<file path="src/rtl/cc_timer_pkg.sv">
package cc_timer_pkg;
  localparam int unsigned TMR_W = 16;

  typedef enum logic [1:0] {
    EDGE_NONE = 2'b00,
    EDGE_RISE = 2'b01,
    EDGE_FALL = 2'b10,
    EDGE_BOTH = 2'b11
  } edge_sel_e;

  // true when the synchronised pin moved in a direction the selection accepts
  function automatic logic edge_hit(input logic [1:0] sel, input logic now, input logic prev);
    return (sel[0] && now && !prev) || (sel[1] && !now && prev);
  endfunction
endpackage

</file>
<file path="src/rtl/cc_count_core.sv">
module cc_count_core #(
  parameter int unsigned W = 16
) (
  input  logic         clk,
  input  logic         rst,
  input  logic         tick,
  input  logic         run,
  input  logic [W-1:0] cmp,
  output logic [W-1:0] count,
  output logic         match_irq,
  output logic         ovf_irq,
  output logic         clear_evt
);
  localparam logic [W-1:0] ZERO = '0;
  localparam logic [W-1:0] ALL1 = '1;

  // terminal values 0 and all-ones never act as a period
  function automatic logic period_hit(input logic [W-1:0] cnt, input logic [W-1:0] c);
    return (cnt == c) && (c != ZERO) && (c != ALL1);
  endfunction

  logic         step;
  logic         wrap_evt;
  logic         match_q;
  logic         ovf_q;
  logic         hold_zero;

  assign step      = tick && run;
  assign clear_evt = step && period_hit(count, cmp);
  assign wrap_evt  = step && (count == ALL1) && !clear_evt;
  assign hold_zero = !run || (cmp == ZERO);

  always_ff @(posedge clk) begin
    if (rst) begin
      count   <= ZERO;
      match_q <= 1'b0;
      ovf_q   <= 1'b0;
    end else begin
      match_q <= clear_evt;
      ovf_q   <= wrap_evt;
      if (hold_zero || clear_evt) count <= ZERO;
      else if (tick)              count <= count + 1'b1;
    end
  end

  assign match_irq = match_q || (run && (cmp == ZERO));
  assign ovf_irq   = ovf_q;

  a_r2_clear_to_zero: assert property (@(posedge clk) disable iff (rst)
    clear_evt |=> (count == ZERO) && match_irq);
  a_r3_zero_hold: assert property (@(posedge clk) disable iff (rst)
    (run && cmp == ZERO) |=> (count == ZERO));
  a_r4_no_match_freerun: assert property (@(posedge clk) disable iff (rst)
    (cmp == ALL1) |=> !match_q);
  a_r1_increment: assert property (@(posedge clk) disable iff (rst)
    (step && cmp != ZERO && count != cmp && count != ALL1) |=> (count == $past(count) + 1'b1));
  a_r9_ovf_pulse: assert property (@(posedge clk) disable iff (rst)
    ovf_q |=> !ovf_q);
endmodule

</file>
<file path="src/rtl/cc_capture.sv">
module cc_capture #(
  parameter int unsigned W           = 16,
  parameter int unsigned SYNC_STAGES = 2
) (
  input  logic         clk,
  input  logic         rst,
  input  logic         tick,
  input  logic         pin,
  input  logic [1:0]   sel,
  input  logic [W-1:0] count,
  input  logic         clear_evt,
  output logic [W-1:0] cap_value,
  output logic         cap_irq,
  output logic         cap_spanned
);
  import cc_timer_pkg::*;

  logic [SYNC_STAGES-1:0] sync_q;
  logic                   pin_s;
  logic                   prev_q;
  logic                   seen_q;
  logic                   cap_evt;

  generate
    if (SYNC_STAGES == 1) begin : g_sync1
      always_ff @(posedge clk) begin
        if (rst) sync_q <= '0;
        else     sync_q <= pin;
      end
    end else begin : g_syncn
      always_ff @(posedge clk) begin
        if (rst) sync_q <= '0;
        else     sync_q <= {sync_q[SYNC_STAGES-2:0], pin};
      end
    end
  endgenerate

  assign pin_s   = sync_q[SYNC_STAGES-1];
  assign cap_evt = tick && edge_hit(sel, pin_s, prev_q);

  always_ff @(posedge clk) begin
    if (rst) begin
      prev_q      <= 1'b0;
      seen_q      <= 1'b0;
      cap_value   <= '0;
      cap_irq     <= 1'b0;
      cap_spanned <= 1'b0;
    end else begin
      cap_irq <= cap_evt;
      if (tick) prev_q <= pin_s;
      if (cap_evt) begin
        cap_value   <= count;
        cap_spanned <= seen_q;
        seen_q      <= clear_evt;
      end else if (clear_evt) begin
        seen_q <= 1'b1;
      end
    end
  end

  a_r6_capture_value: assert property (@(posedge clk) disable iff (rst)
    cap_evt |=> (cap_irq && cap_value == $past(count)));
  a_r8_span_set: assert property (@(posedge clk) disable iff (rst)
    (cap_evt && seen_q) |=> cap_spanned);
  a_r8_span_clear: assert property (@(posedge clk) disable iff (rst)
    (cap_evt && !seen_q) |=> !cap_spanned);
  a_r5_none_quiet: assert property (@(posedge clk) disable iff (rst)
    (sel == 2'b00) |=> !cap_irq);
endmodule

</file>
<file path="src/rtl/cc_timer.sv">
module cc_timer #(
  parameter int unsigned W           = cc_timer_pkg::TMR_W,
  parameter int unsigned SYNC_STAGES = 2
) (
  input  logic         clk,
  input  logic         rst,
  input  logic         wr_en,
  input  logic         wr_sel,
  input  logic [W-1:0] wr_data,
  input  logic         run,
  input  logic         tick,
  input  logic         cap_in,
  output logic [W-1:0] count,
  output logic         match_irq,
  output logic         ovf_irq,
  output logic         cap_irq,
  output logic [W-1:0] cap_value,
  output logic         cap_spanned
);
  import cc_timer_pkg::*;

  logic [W-1:0] cmp_q;
  edge_sel_e    sel_q;
  logic         clear_evt;

  always_ff @(posedge clk) begin
    if (rst) begin
      cmp_q <= '1;
      sel_q <= EDGE_NONE;
    end else if (wr_en) begin
      if (wr_sel) sel_q <= edge_sel_e'(wr_data[1:0]);
      else        cmp_q <= wr_data;
    end
  end

  cc_count_core #(.W(W)) u_count (
    .clk       (clk),
    .rst       (rst),
    .tick      (tick),
    .run       (run),
    .cmp       (cmp_q),
    .count     (count),
    .match_irq (match_irq),
    .ovf_irq   (ovf_irq),
    .clear_evt (clear_evt)
  );

  cc_capture #(.W(W), .SYNC_STAGES(SYNC_STAGES)) u_cap (
    .clk         (clk),
    .rst         (rst),
    .tick        (tick),
    .pin         (cap_in),
    .sel         (sel_q),
    .count       (count),
    .clear_evt   (clear_evt),
    .cap_value   (cap_value),
    .cap_irq     (cap_irq),
    .cap_spanned (cap_spanned)
  );

  a_r10_reset_defaults: assert property (@(posedge clk)
    rst |=> (cmp_q == '1 && sel_q == EDGE_NONE && count == '0));
endmodule

</file>
<file path="config.mk">
export PLATFORM = sky130hd
export DESIGN_NAME = cc_timer
export DESIGN_NICKNAME = d
export VERILOG_FILES = /design/src/rtl/cc_timer_pkg.sv /design/src/rtl/cc_count_core.sv /design/src/rtl/cc_capture.sv /design/src/rtl/cc_timer.sv
export SDC_FILE = /design/constraint.sdc
export NUM_CORES = 1
export LEC_CHECK = 0
export ABC_AREA = 1
export BUFFER_PORTS_ARGS = -buffer_cell sky130_fd_sc_hd__buf_2
export CORE_ASPECT_RATIO = 0.9
export CORE_MARGIN = 5
export CORE_UTILIZATION = 50
export CTS_CLUSTER_DIAMETER = 100
export DETAILED_ROUTE_END_ITERATION = 10
export PLACE_DENSITY = 0.83
export SYNTH_ARGS = -nofsm -noshare
export SYNTH_HDL_FRONTEND = slang
export SYNTH_SLANG_ARGS = --single-unit
</file>
<file path="constraint.sdc">
create_clock -name clk -period 4.5 [get_ports clk]
set_input_delay 0.675 -clock clk [delete_from_list [all_inputs] [get_ports clk]]
set_output_delay 0.675 -clock clk [all_outputs]
set_load 0.02 [all_outputs]
</file>
Word-level counts from Yosys, hierarchy flattened
Index checks and enable logic that the tools add are counted.
{"block": "totals", "wordCells": 44, "regBits": 58, "in_bits": 23}
{"block": "classes", "n_addsub": 1, "n_eq_ne": 3, "n_bitwise": 1, "reduce_logical": 26, "n_mux": 2}
{"op": "$add A16 B1 Y16 const B", "count": 1}
{"op": "$eq A16 B16 Y1", "count": 1}
{"op": "$eq A16 B16 Y1 const B", "count": 1}
{"op": "$logic_not A16 Y1", "count": 1}
{"op": "$ne A16 B16 Y1 const B", "count": 1}
{"op": "$reduce_bool A16 Y1", "count": 1}
{"op": "$logic_and A1 B1 Y1", "count": 12}
{"op": "$logic_not A1 Y1", "count": 4}
{"op": "$logic_or A1 B1 Y1", "count": 4}
{"op": "$reduce_and A2 Y1", "count": 2}
{"op": "$mux W1", "count": 2}
{"op": "$reduce_bool A2 Y1", "count": 1}
{"op": "$reduce_or A2 Y1", "count": 1}
{"op": "$not A1 Y1", "count": 1}

Logic depth before layout (Yosys ltp)
{"block": "depth", "ltp_word": 6, "ltp_mapped": 11}

Cells and area by module
From an unflattened synthesis, not the netlist that was laid out.
{"block": "hier_totals", "hier_cells": 407, "hier_area_um2": 2892.8}
{"mod": "cc_count_core", "n_inst": 1, "cells_per_inst": 209, "area_each_um2": 1243.7}
{"mod": "cc_capture", "n_inst": 1, "cells_per_inst": 113, "area_each_um2": 887.1}
{"mod": "cc_timer", "n_inst": 1, "cells_per_inst": 85, "area_each_um2": 762.0}

Worst setup path after synthesis
No wires, ideal clock.
{"block": "synth_path", "path_type": "input to register", "from": "in tick", "to": "reg u_count.count[0]", "path_buffers": 2, "path_slack_ns": 2.806, "path_stages": 11, "arrival_time_ns": 1.578, "setup_time_ns": 0.116, "cell_sequence": "buf_6 nand2_1 inv_1 nand2_1 nor2_1 nand2_1 nor2_1 nand2_1 o21bai_4 buf_6 nor2_1"}
{"block": "synth_between", "elab_chain_len": 4}
{"element": "start, declared", "line_no": "cc_timer.sv:11", "rtl": "input logic tick,"}
{"element": "$logic_and A1 B1 Y1", "line_no": "cc_count_core.sv:28", "rtl": "assign step = tick && run;"}
{"element": "$logic_and A1 B1 Y1", "line_no": "cc_count_core.sv:29", "rtl": "assign clear_evt = step && period_hit(count, cmp);"}
{"element": "$logic_or A1 B1 Y1", "line_no": "cc_count_core.sv:41", "rtl": "if (hold_zero || clear_evt) count <= ZERO;"}
{"element": "$reduce_or A2 Y1 (no source line)"}
{"element": "end signal, assigned", "line_no": "cc_count_core.sv:42", "rtl": "else if (tick) count <= count + 1'b1;"}
{"element": "end, declared", "line_no": "cc_count_core.sv:9", "rtl": "output logic [W-1:0] count,"}
Several ways; a longest one is shown, not always the timed one.
A chain may end at the register's enable or synchronous reset.

Worst setup path in the final report
{"block": "layout_path", "from": "reg cmp_q[0]", "to": "out match_irq"}
{"block": "layout_between", "elab_chain_len": 3}
{"element": "start, declared", "line_no": "cc_timer.sv:22", "rtl": "logic [W-1:0] cmp_q;"}
{"element": "start signal, assigned", "line_no": "cc_timer.sv:32", "rtl": "else cmp_q <= wr_data;"}
{"element": "$logic_not A16 Y1", "line_no": "cc_count_core.sv:46", "rtl": "assign match_irq = match_q || (run && (cmp == ZERO));"}
{"element": "$logic_and A1 B1 Y1", "line_no": "cc_count_core.sv:46"}
{"element": "$logic_or A1 B1 Y1", "line_no": "cc_count_core.sv:46"}
{"element": "end, declared", "line_no": "cc_timer.sv:14", "rtl": "output logic match_irq,"}
Every way passes these cells.

==> results.yml <==
run_status:
  status: "finished, final reports clean"
place:
  place_ws_ns: 2.251
  io_buffers: 58
  dp_hpwl_um: 4740
  gp_congestion: 0.9001
  place_area_mm2: 0.002923
floorplan:
  row_count: 25
  start_util: 0.5055
  io_pins: 59
  die_h_um: 78.53
  die_width_um: 86.14
  die_area_mm2: 0.006764
  core_region_area_mm2: 0.005161
critical_path:
  crit_buf_inv: 1
  slowest_delay_ns: 0.33
  cp-start-kind: "flip-flop"
  cp_top_family: "simple AND/OR/NAND/NOR gates"
  worst_ep_required_time_ns: 3.83
  path_cells: "nor2_1 -> nand3_1 -> nor2_1 -> a31o_2 -> buf_2"
  critical_path_class: "flip-flop to primary output"
  arrival_ns: 1.37
  worstPathMaxFanout: 4
  cp-end-kind: "primary output"
  reg2reg_setup_slack_ns: 2.80
  crit_slowest_cell: "dfxtp_1"
  cp_common_cell: "nor2_1"
clock_tree:
  cts_sinks: 58
  cts_setup_buffers: 0
  cts_resized: 0
  path_clk_slew_ns: 0.06
  cts_made_buffers: 9
  cts_buffer_depth: 2
  cts_tree: "yes"
  clk_latency_ns: 0.34
  htreeDepth: 3
  cts-root-buf: "clkbuf_8"
  hold_buffers: 0
yosys:
  synth.largest_area_cell: "dfxtp_1"
  netlist_area_mm2: 0.002609
  synth_commonest_cells: "90 x nand2_1, 58 x dfxtp_1, 56 x nor2_1"
  synth-seq-cells: 58
  synth.top_cells.by_area: "dfxtp_1 45%, nand2_1 13%, nor2_1 8.1%"
  synth_edf_count: 0
  synthFlopType: "dfxtp_1"
  syn_inst: 367
  postSynth.asyncResetShare: 0
  yosysWarnings: 0
  yosysMostFrequentCell: "nand2_1"
  avgSynthCellArea_um2: 7.108
  yosysUniqueCellTypes: 24
  yosysTopAreaCellShare: 0.4451
  syn_nets: 391
  yosysSeqAreaShare: 0.4451
timing:
  worst_slack_ns: 2.458
  tightest_slew_ns: 1.063
  finalCritPeriodShare: 0.4538
  finalSetupViolations: 0
  finalMaxSlewViolations: 0
  hold_viol_final: 0
  finalSetupTns_ns: 0
  rsz0062_at_grt: "no"
  fmax_mhz: 489.6
  clock_skew_ns: 0.005129
  fin_crit_ns: 2.042
  slew_headroom: 0.2905
drt:
  wire_per_inst_um: 12.77
  vias: 2464
  antenna_left: 0
  first_iter_violations: 163
  viasPerCell: 4.968
  drtPass1Iterations: 4
  route.detailed.drc: 0
  drt-total-wl_um: 6334
power:
  p_leak_nw: 1.535
  ir_drop_mv: 0.3324
  power_density_mw_per_mm2: 358.9
hold_path:
  worstHoldPathType: "flip-flop to flip-flop"
layout:
  final_area_mm2: 0.003120
  area_growth_pct: 19.62
  nNetsFinal: 448
  layout-drive-gt1-share: 0.1935
  antenna_cells: 0
grt:
  grt_pass1_wl_um: 10730
  antenna_found_initial: 0
  grt.overflow.total: 0
  grt_max_degree: 39
  grtUsageTotal: 0.2011
  first_global_vias: 2382
job:
  maxCapViolCount: 0
## logic make-up (layout without fill, tap and decap cells)
family / count (synthesis) / after routing / synth area share
xor gates and xnor gates: 15 / 15 / 0.05036
and+or+nand+nor: 175 / 175 / 0.2739
adders and majority gates: 1 / 1 / 0.004795
DFF: 58 / 58 / 0.4451
AOI/OAI and AO/OA: 55 / 55 / 0.1285
buffers and inverters: 63 / 125 / 0.09736
## final cells by class
class / count / area, µm²
Inverter: 51 / 191.4
Fill cell: 501 / 2041
Tap cell: 67 / 83.83
Multi-Input combinational cell: 246 / 1196
Sequential cell: 58 / 1161
Clock inverter: 2 / 35.03
Clock buffer: 14 / 162.7
Timing Repair Buffer: 58 / 290.3
## routing by layer
metal	GRT usage	vias to the layer above	wire, µm
li1	-	1271	-
met1	0.2505	1094	2858
met2	0.3274	88	2885
met3	0.06821	11	483
met4	0.06013	0	107
met5	0	-	0
## worst register-to-register path, cell delays in order (launching register included)
cell and delay, ns:
dfxtp_1 0.45, ha_1 0.23, nand2_1 0.10, nor2_2 0.17, inv_2 0.05, nor2_2 0.17, nand2_2 0.10, nor2_2 0.10
xor2_1 0.15, nor2_1 0.06
## registers in the layout (all words and copies together), names as in the netlist
register / flops
cmp_q: 16
sel_q: 2
u_cap.cap_irq: 1
u_cap.cap_spanned: 1
u_cap.cap_value: 16
u_cap.prev_q: 1
u_cap.seen_q: 1
u_cap.sync_q: 2
u_count.count: 16
u_count.match_q: 1
u_count.ovf_irq: 1
## cell usage in the layout (no fill, tap or decap), drive strengths merged, types with 2 or more instances in the layout
master	instances
nor2	60
nor3	2
xor2	12
nand3	11
nand2	91
clkbuf	14
inv	51
xnor2	3
a21oi	15
o21ai	21
nand4	9
o211ai	16
dfxtp	58
buf	58
## report_power, final
| part | internal (mW) | switching (mW) |
|---|---|---|
| sequential | 0.534 | 0.0147 |
| clock | 0.286 | 0.196 |
| combinational | 0.0335 | 0.0564 |
## per-stage QoR
| step | std cells | total power, mW | utilization | hold WS [ns] |
|---|---|---|---|---|
| final | 496 | 1.120 | 0.6046 | 0.4221 |
| after global routing | 496 | 1.178 | 0.6046 | 0.4390 |
| after CTS | 496 | 1.132 | 0.6046 | 0.4252 |
| after detailed placement | 480 | 0.6494 | 0.5663 | 0.4145 |
| after global placement | 480 | 0.6461 | 0.5663 | 0.4102 |
| after floorplan | 367 | 0.6191 | - | 0.3883 |
## worst paths after layout
path                            cells after the start                     startpoint                        endpoint
worst max-delay path                                5          cmp_q[0]$_SDFFE_PP1P_                       match_irq
worst min-delay path                                2     u_cap.sync_q[0]$_SDFF_PP0_      u_cap.sync_q[1]$_SDFF_PP0_
worst min register to register                      2     u_cap.sync_q[0]$_SDFF_PP0_      u_cap.sync_q[1]$_SDFF_PP0_
worst max register to register                      9  u_count.count[0]$_SDFFE_PP0P_  u_count.count[14]$_SDFFE_PP0P_
Note: power is estimated with default switching activity, not from simulation.
